--- src/rtl/cop_pkg.sv ---
package cop_pkg;

  localparam int N_RIGHTS = 2;  // index 0 = read, 1 = write
  localparam int RD = 0;
  localparam int WR = 1;

  localparam int OPC_LOAD      = 0;
  localparam int OPC_STORE     = 1;
  localparam int OPC_ZERO      = 2;
  localparam int OPC_DDISCARD  = 3;
  localparam int OPC_RESERVE   = 4;
  localparam int OPC_IDISCARD  = 5;
  localparam int OPC_PF_RD     = 6;
  localparam int OPC_PF_WR     = 7;
  localparam int OPC_PF_INS    = 8;
  localparam int OPC_FLUSH     = 9;
  localparam int OPC_CLEAN     = 10;
  localparam int OPC_WIPE_D    = 11;
  localparam int OPC_WIPE_I    = 12;

  typedef enum logic [2:0] {
    CK_NOP        = 3'd0,
    CK_READ_TRAP  = 3'd1,
    CK_WRITE_TRAP = 3'd2,
    CK_READ_HINT  = 3'd3,
    CK_WIPE_D     = 3'd4,
    CK_WIPE_I     = 3'd5
  } chk_e;

  typedef struct packed {
    logic proceed;
    logic nop;
    logic dsi;
    logic dsi_wr;
    logic priv;
    logic wipe_d;
    logic wipe_i;
  } verdict_t;

  // Map an operation code onto the kind of check its effect calls for.
  function automatic chk_e classify(input int unsigned op);
    chk_e k;
    case (op)
      OPC_LOAD, OPC_IDISCARD, OPC_FLUSH, OPC_CLEAN: k = CK_READ_TRAP;
      OPC_STORE, OPC_ZERO, OPC_DDISCARD:            k = CK_WRITE_TRAP;
      OPC_PF_RD, OPC_PF_WR, OPC_PF_INS:             k = CK_READ_HINT;
      OPC_WIPE_D:                                   k = CK_WIPE_D;
      OPC_WIPE_I:                                   k = CK_WIPE_I;
      default:                                      k = CK_NOP;
    endcase
    return k;
  endfunction

  // Turn a check kind plus the selected rights into one verdict.
  function automatic verdict_t decide(input chk_e kind, input logic sup,
                                      input logic rd_ok, input logic wr_ok);
    verdict_t v;
    v = '0;
    case (kind)
      CK_READ_TRAP: begin
        if (rd_ok) v.proceed = 1'b1;
        else       v.dsi     = 1'b1;
      end
      CK_WRITE_TRAP: begin
        if (wr_ok) v.proceed = 1'b1;
        else begin
          v.dsi    = 1'b1;
          v.dsi_wr = 1'b1;
        end
      end
      CK_READ_HINT: begin
        if (rd_ok) v.proceed = 1'b1;
        else       v.nop     = 1'b1;
      end
      CK_WIPE_D: begin
        if (sup) begin
          v.proceed = 1'b1;
          v.wipe_d  = 1'b1;
        end else v.priv = 1'b1;
      end
      CK_WIPE_I: begin
        if (sup) begin
          v.proceed = 1'b1;
          v.wipe_i  = 1'b1;
        end else v.priv = 1'b1;
      end
      default: v.nop = 1'b1;
    endcase
    return v;
  endfunction

endpackage

--- src/rtl/cop_classify.sv ---
module cop_classify
  import cop_pkg::*;
#(
  parameter int OP_W = 4
) (
  input  logic [OP_W-1:0] op,
  output chk_e            kind
);
  always_comb kind = classify(32'(op));
endmodule

--- src/rtl/cop_perm_sel.sv ---
module cop_perm_sel
  import cop_pkg::*;
(
  input  logic                sup,
  input  logic [N_RIGHTS-1:0] usr_rights,
  input  logic [N_RIGHTS-1:0] sup_rights,
  output logic [N_RIGHTS-1:0] eff_rights
);
  for (genvar g = 0; g < N_RIGHTS; g++) begin : g_right
    assign eff_rights[g] = sup ? sup_rights[g] : usr_rights[g];
  end
endmodule

--- src/rtl/cop_verdict.sv ---
module cop_verdict
  import cop_pkg::*;
(
  input  chk_e     kind,
  input  logic     sup,
  input  logic     rd_ok,
  input  logic     wr_ok,
  output verdict_t v
);
  always_comb v = decide(kind, sup, rd_ok, wr_ok);
endmodule

--- src/rtl/cop_perm_check.sv ---
module cop_perm_check
  import cop_pkg::*;
#(
  parameter int OP_W = 4
) (
  input  logic            clk,
  input  logic            rst_n,
  input  logic            in_valid,
  input  logic [OP_W-1:0] in_op,
  input  logic            in_super,
  input  logic            perm_ur,
  input  logic            perm_uw,
  input  logic            perm_sr,
  input  logic            perm_sw,
  output logic            out_valid,
  output logic            out_proceed,
  output logic            out_nop,
  output logic            out_dsi,
  output logic            out_dsi_write,
  output logic            out_priv,
  output logic            out_wipe_d,
  output logic            out_wipe_i
);

  // named internal events
  chk_e                cur_kind;
  logic [N_RIGHTS-1:0] usr_rights;
  logic [N_RIGHTS-1:0] sup_rights;
  logic [N_RIGHTS-1:0] eff_rights;
  verdict_t            next_v;
  verdict_t            out_q;
  logic                valid_q;
  logic                armed;

  assign usr_rights = {perm_uw, perm_ur};
  assign sup_rights = {perm_sw, perm_sr};

  cop_classify #(.OP_W(OP_W)) u_cls (
    .op   (in_op),
    .kind (cur_kind)
  );

  cop_perm_sel u_sel (
    .sup        (in_super),
    .usr_rights (usr_rights),
    .sup_rights (sup_rights),
    .eff_rights (eff_rights)
  );

  cop_verdict u_dec (
    .kind  (cur_kind),
    .sup   (in_super),
    .rd_ok (eff_rights[RD]),
    .wr_ok (eff_rights[WR]),
    .v     (next_v)
  );

  always_ff @(posedge clk or negedge rst_n) begin
    if (!rst_n) begin
      valid_q <= 1'b0;
      out_q   <= '0;
      armed   <= 1'b0;
    end else begin
      valid_q <= in_valid;
      out_q   <= in_valid ? next_v : '0;
      armed   <= 1'b1;
    end
  end

  assign out_valid     = valid_q;
  assign out_proceed   = out_q.proceed;
  assign out_nop       = out_q.nop;
  assign out_dsi       = out_q.dsi;
  assign out_dsi_write = out_q.dsi_wr;
  assign out_priv      = out_q.priv;
  assign out_wipe_d    = out_q.wipe_d;
  assign out_wipe_i    = out_q.wipe_i;

  // ---------------- assertions ----------------
  assert_onehot_R2: assert property (@(posedge clk) disable iff (!rst_n)
    out_valid |-> $onehot({out_proceed, out_nop, out_dsi, out_priv}));

  assert_quiet_R2: assert property (@(posedge clk) disable iff (!rst_n)
    !out_valid |-> ({out_proceed, out_nop, out_dsi, out_dsi_write,
                     out_priv, out_wipe_d, out_wipe_i} == 7'd0));

  assert_latency_R2: assert property (@(posedge clk) disable iff (!rst_n)
    armed |-> (out_valid == $past(in_valid)));

  assert_hint_no_trap_R8: assert property (@(posedge clk) disable iff (!rst_n)
    (in_valid && cur_kind == CK_READ_HINT) |=> !out_dsi);

  assert_wipe_super_R10: assert property (@(posedge clk) disable iff (!rst_n)
    (armed && (out_wipe_d || out_wipe_i)) |->
      (out_proceed && !(out_wipe_d && out_wipe_i) && $past(in_super)));

  assert_user_wipe_R11: assert property (@(posedge clk) disable iff (!rst_n)
    (in_valid && !in_super && (cur_kind == CK_WIPE_D || cur_kind == CK_WIPE_I))
      |=> (out_priv && !out_wipe_d && !out_wipe_i));

  assert_reserve_R6: assert property (@(posedge clk) disable iff (!rst_n)
    (in_valid && 32'(in_op) == OPC_RESERVE) |=> out_nop);

  assert_dsi_type_R13: assert property (@(posedge clk) disable iff (!rst_n)
    out_dsi_write |-> out_dsi);

endmodule

--- config.mk ---
export PLATFORM = sky130hd
export DESIGN_NAME = cop_perm_check
export DESIGN_NICKNAME = d
export VERILOG_FILES = /design/src/rtl/cop_pkg.sv /design/src/rtl/cop_classify.sv /design/src/rtl/cop_perm_sel.sv /design/src/rtl/cop_verdict.sv /design/src/rtl/cop_perm_check.sv
export SDC_FILE = /design/constraint.sdc
export NUM_CORES = 1
export LEC_CHECK = 0
export BUFFER_PORTS_ARGS = -buffer_cell sky130_fd_sc_hd__buf_2
export CAP_MARGIN = 10
export CORE_AREA = 2 2 39 41
export DETAILED_ROUTE_END_ITERATION = 6
export DIE_AREA = 0 0 41 43
export GPL_ROUTABILITY_DRIVEN = 0
export PLACE_DENSITY = 0.74
export SLEW_MARGIN = 20
export SYNTH_ARGS = -nofsm -noshare
export SYNTH_HDL_FRONTEND = slang
export SYNTH_SLANG_ARGS = --single-unit
--- constraint.sdc ---
create_clock -name clk -period 0.8 [get_ports clk]
set_clock_uncertainty 0.05 [all_clocks]
set_input_delay 0.04 -clock clk [delete_from_list [all_inputs] [get_ports clk]]
set_output_delay 0.04 -clock clk [all_outputs]
set_load 0.005 [all_outputs]
## After elaboration in Yosys (flattened, before gate mapping)

Memory sizes are Yosys's and may differ from the RTL's.
Cells that the tools add are included.

- Register bits: 8
- ROM bits: 48
- Bits of input ports: 12
- Output and inout bits: 8
- Word-level logic and storage cells: 33
- Memories: 1

Memory list:

| memory | depth | bits a word | rd ports | clocked after memory_dff | write ports | line | RTL |
|---|---|---|---|---|---|---|---|
| (no name shown) | 16 | 3 | 1 | 0 | 0 | cop_pkg.sv:43 | `case (op)` |

- Equal/unequal tests: 5
- Muxes and demuxes: 16
- Reduce and logical (&&, ||, !) cells: 3

Operator list:

| operator | number |
|---|---|
| two-way mux 1 bit | 11 |
| two-way mux 7 bit | 1 |
| == test 3 x 2 -> 1 bit (second input constant) | 2 |
| == test 3 bit (second input constant) | 2 |
| one-hot mux 1 bit (2 select lines) | 2 |
| OR reduction 2 bit | 2 |
| OR reduction 4 bit | 1 |
| == test 3 x 1 -> 1 bit (second input constant) | 1 |
| one-hot mux 1 bit (3 select lines) | 1 |
| two-way mux 2 bit | 1 |

## Longest topological paths before layout

An unclocked memory read counts as a cell.

- Depth in word-level cells: 5
- Mapped depth: 5
- Depth with buffers taken out: 4

## Cells and area by module

From an unflattened synthesis, not the netlist that was laid out.

- Cell total of the unflattened synthesis: 45
- Area total of the unflattened synthesis: 456.7 um2

Modules (own cells, without submodules):

| module | times used | cells an instance | area each (um2) | sequential area each (um2) |
|---|---|---|---|---|
| cop_perm_check | 1 | 15 | 244.0 | 200.2 |
| cop_verdict | 1 | 16 | 102.6 | 0.0 |
| cop_classify | 1 | 12 | 87.6 | 0.0 |
| cop_perm_sel | 1 | 2 | 22.5 | 0.0 |

## Worst setup path after synthesis

Ideal clock, no wire load.

- Path kind: input-to-reg
- From: in in_op[1]
- To: reg out_q (netlist bit out_proceed)
- Library setup time: 0.077 ns
- Arrival time: 0.785 ns
- Required time: 0.673 ns
- Setup slack: -0.113 ns
- Stages: 5
- Path buffers: 1
- Cell sequence: buf_6 > or3b_4 > nand2_2 > a31oi_1 > a21oi_1

- Word-level cells in the longest chain between the ends: 5
- Elaborated cells on any way between the ends: 10
- Classes of those cells: eq/ne (5); mux (2); reduce/logical (2); memory (1)

Ends and longest elaborated chain:

| what | line | RTL |
|---|---|---|
| from (decl) | cop_perm_check.sv:9 | `input logic [OP_W-1:0] in_op,` |
| memory read (16 x 3 bit) (*) | - |  |
| == test 3 bit, or another cell as far along | cop_pkg.sv:59 | `case (kind)` |
| OR reduction 2 bit (no line) | - |  |
| one-hot mux 1 bit (3 select lines) (*) | cop_pkg.sv:59 |  |
| two-way mux 7 bit (*) | cop_perm_check.sv:65 | `out_q <= in_valid ? next_v : '0;` |
| to (signal assigned) | cop_perm_check.sv:65 |  |
| to (decl) | cop_perm_check.sv:31 | `verdict_t out_q;` |

Every way passes the cells marked *; elsewhere a longest branch is shown, timed or not.

## Worst setup path after layout

- From: reg out_q (netlist bit out_wipe_i)
- To: out out_wipe_i

RTL lines:

| what | line | RTL |
|---|---|---|
| to (decl) | cop_perm_check.sv:22 | `output logic out_wipe_i` |

No word-level cell between the ends.

==> impl_metrics.env <==
export IMPL_area_growth_pct=53.8
export IMPL_drcViolationCount=0
export IMPL_synthXorXnorAreaFrac_pct=1.74
export IMPL_crit_family="flip-flops"
export IMPL_synth_top_family_by_area="simple AND/OR/NAND/NOR gates"
export IMPL_dp_worst_setup_slack_ns=-0.331
export IMPL_cts_setup_buffers=0
export IMPL_p_leak_nw=0.388
export IMPL_worstMarginPinSlew_ns=0.213
export IMPL_yosys_warnings=0
export IMPL_yosys_area_top_type="dfrtp_1"
export IMPL_rows=14
export IMPL_synth_compound_area_share_pct=15.4
export IMPL_worst_slack_ns=-0.0203
export IMPL_fin_area_sq_um=776
export IMPL_antenna_found_initial=0
export IMPL_drt_total_wl_um=1200
export IMPL_slowest_stage="dfrtp_1"
export IMPL_synthesis_nets=62
export IMPL_vias_per_cell=5.07
export IMPL_synthAdderAreaFrac_pct=0
export IMPL_nets=96
export IMPL_synth_edf_count=0
export IMPL_power_density_nw_per_um2=1280
export IMPL_synthFlopType="dfrtp_1"
export IMPL_synth_area_per_cell_sq_um=10.1
export IMPL_die_h_um=43
export IMPL_crit_required_ns=0.71
export IMPL_rsz0062_at_grt="true"
export IMPL_grt_overflow_total=0
export IMPL_synth_top_area_share_pct=39.7
export IMPL_dp_hpwl_um=864
export IMPL_outcome="complete, but fails checks"
export IMPL_core_sq_um=1380
export IMPL_clock_path_buffers=2
export IMPL_period_minus_slack_ns=0.820
export IMPL_max_stage_delay_ns=0.36
export IMPL_ys_ff_latch=8
export IMPL_setup_viol=8
export IMPL_synth_simple_area_share_pct=28.0
export IMPL_relSlewSlack_pct=85.4
export IMPL_clock_root_buffer="clkbuf_4"
export IMPL_diodes=0
export IMPL_synthesis_instances=50
export IMPL_violations="negative setup slack"
export IMPL_hold_viol_final=0
export IMPL_htreeDepth=1
export IMPL_ioPinCount=20
export IMPL_finish_utilization_pct=56.1
export IMPL_final_antenna_net_count=0
export IMPL_placed_cell_area_sq_um=663
export IMPL_ys_top_cells_by_area="dfrtp_1, mux2i_1, buf_6"
export IMPL_synth_most_common_cell="dfrtp_1"
export IMPL_ys_types=28
export IMPL_cts_sinks=8
export IMPL_drv_cap=0
export IMPL_synth_area_sq_um=504
export IMPL_crit_arrival_ns=0.73
export IMPL_grt_pass1_wl_um=1750
export IMPL_drive_gt1_share_pct=56.1
export IMPL_cts_buffers=3
export IMPL_fmax_mhz=1220
export IMPL_die_x_um=41
export IMPL_yosysSeqAreaShare_pct=39.7
export IMPL_hold_class="in2reg"
export IMPL_hold_depth=3
export IMPL_async_reset_ff_share_pct=100
export IMPL_min_to="out_wipe_i"
export IMPL_total_power_uw=993
export IMPL_hp_start="in_super"
export IMPL_path_cells="buf_2"
export IMPL_drv_slew=0
export IMPL_drtIter0Drc=3
export IMPL_whs_ns=0.0288
export IMPL_finalCritPeriodShare_pct=103
export IMPL_gr_usage_all_layers_pct=14.4
export IMPL_fp_dieArea_sq_um=1760
export IMPL_critical_path_class="reg2out"
export IMPL_synthTopCellsByCount="dfrtp_1, nor2_1, mux2i_1, nand2_1"
export IMPL_start_kind="flip-flop"
export IMPL_wire_per_inst_um=12.2
export IMPL_start_util_pct=36.4
export IMPL_vias=497
export IMPL_synth_area_mux_share_pct=5.96
export IMPL_io_buffers=19
export IMPL_cts_tree="built"
export IMPL_end_kind="output pin"
export IMPL_clk_pin_slew_ns=0.05
export IMPL_grt_max_degree=10
export IMPL_ir_worst_vdd_v=0.000526
export IMPL_crit_buf_inv=1
export IMPL_fillers=123
export IMPL_grt_pass1_vias=435
export IMPL_firstDrtPassIters=2
export IMPL_path_max_fanout=1
-- layout make-up --
class | instances | area (sq um) | share of cell area [%]
Clock buffer | 3 | 22.5 | 2.90
Tap cell | 16 | 20.0 | 2.58
Timing Repair Buffer | 33 | 233 | 30.0
Multi-Input combinational cell | 38 | 300 | 38.7
Sequential cell | 8 | 200 | 25.8
-- per-stage QoR --
step | setup TNS [ns] | instances
after floorplan | -0.303 | 50
after global placement | -0.985 | 93
after detailed placement | -1.11 | 93
after CTS | -0.119 | 98
after global routing | -0.310 | 98
final | -0.0890 | 98
-- what timing repair did --
action                     CTS  global route
resized for setup            4            14
setup endpoints to repair    9            11
hold endpoints to repair     9             0
hold buffers                 2             0
pin swaps                    0             5
gates cloned                 0             0
-- power by group --
part	total (mW)	switching, mW	leakage [nW]	internal, mW
Combinational	0.270	0.124	0.266	0.146
Sequential	0.424	0.00313	0.107	0.420
Clock	0.299	0.128	0.0138	0.171
-- kinds of logic after synthesis --
group,Yosys count
buffers and inverters,4
XOR/XNOR,1
multiplexers,3
flip-flops,8
AND/OR/NAND/NOR,23
AO/OA/AOI/OAI,11
-- worst max-delay path by stage --
stage | slack [ns] | from | endpoint | cells after the start
3_5_place_dp | -0.33 | in_super | out_dsi | 5
3_3_place_gp | -0.25 | in_super | out_dsi | 5
6_report | -0.02 | out_wipe_i | out_wipe_i | 1
4_1_cts | -0.03 | out_wipe_i | out_wipe_i | 1
5_1_grt | -0.06 | out_priv | out_priv | 1
2_1_floorplan | -0.11 | in_op[1] | out_proceed | 5
-- layout by cell type (no fill, tap or decap), drive strengths merged, types with 2 or more instances in the layout --
cell type,count
buf,31
dfrtp,8
nor2,5
nand2,4
clkbuf,3
mux2i,3
and4b,2
o21ai,2
nor3,2
a21oi,2
o21a,2
nor4,2
dlygate4sd3,2
nand2b,2
nand3,2
-- flip-flops by register name, indices dropped and copies added (netlist names) --
name,count
out_priv,1
out_valid,1
out_dsi_write,1
out_nop,1
out_dsi,1
out_proceed,1
out_wipe_i,1
out_wipe_d,1
-- per-layer routing --
metal | GRT usage (%) | wire length [um]
met1 | 15.6 | 504
met2 | 25.0 | 607
met3 | 1.57 | 72
met4 | 8.00 | 12
met5 | 0 | 0
(Power assumes the default switching activity.)
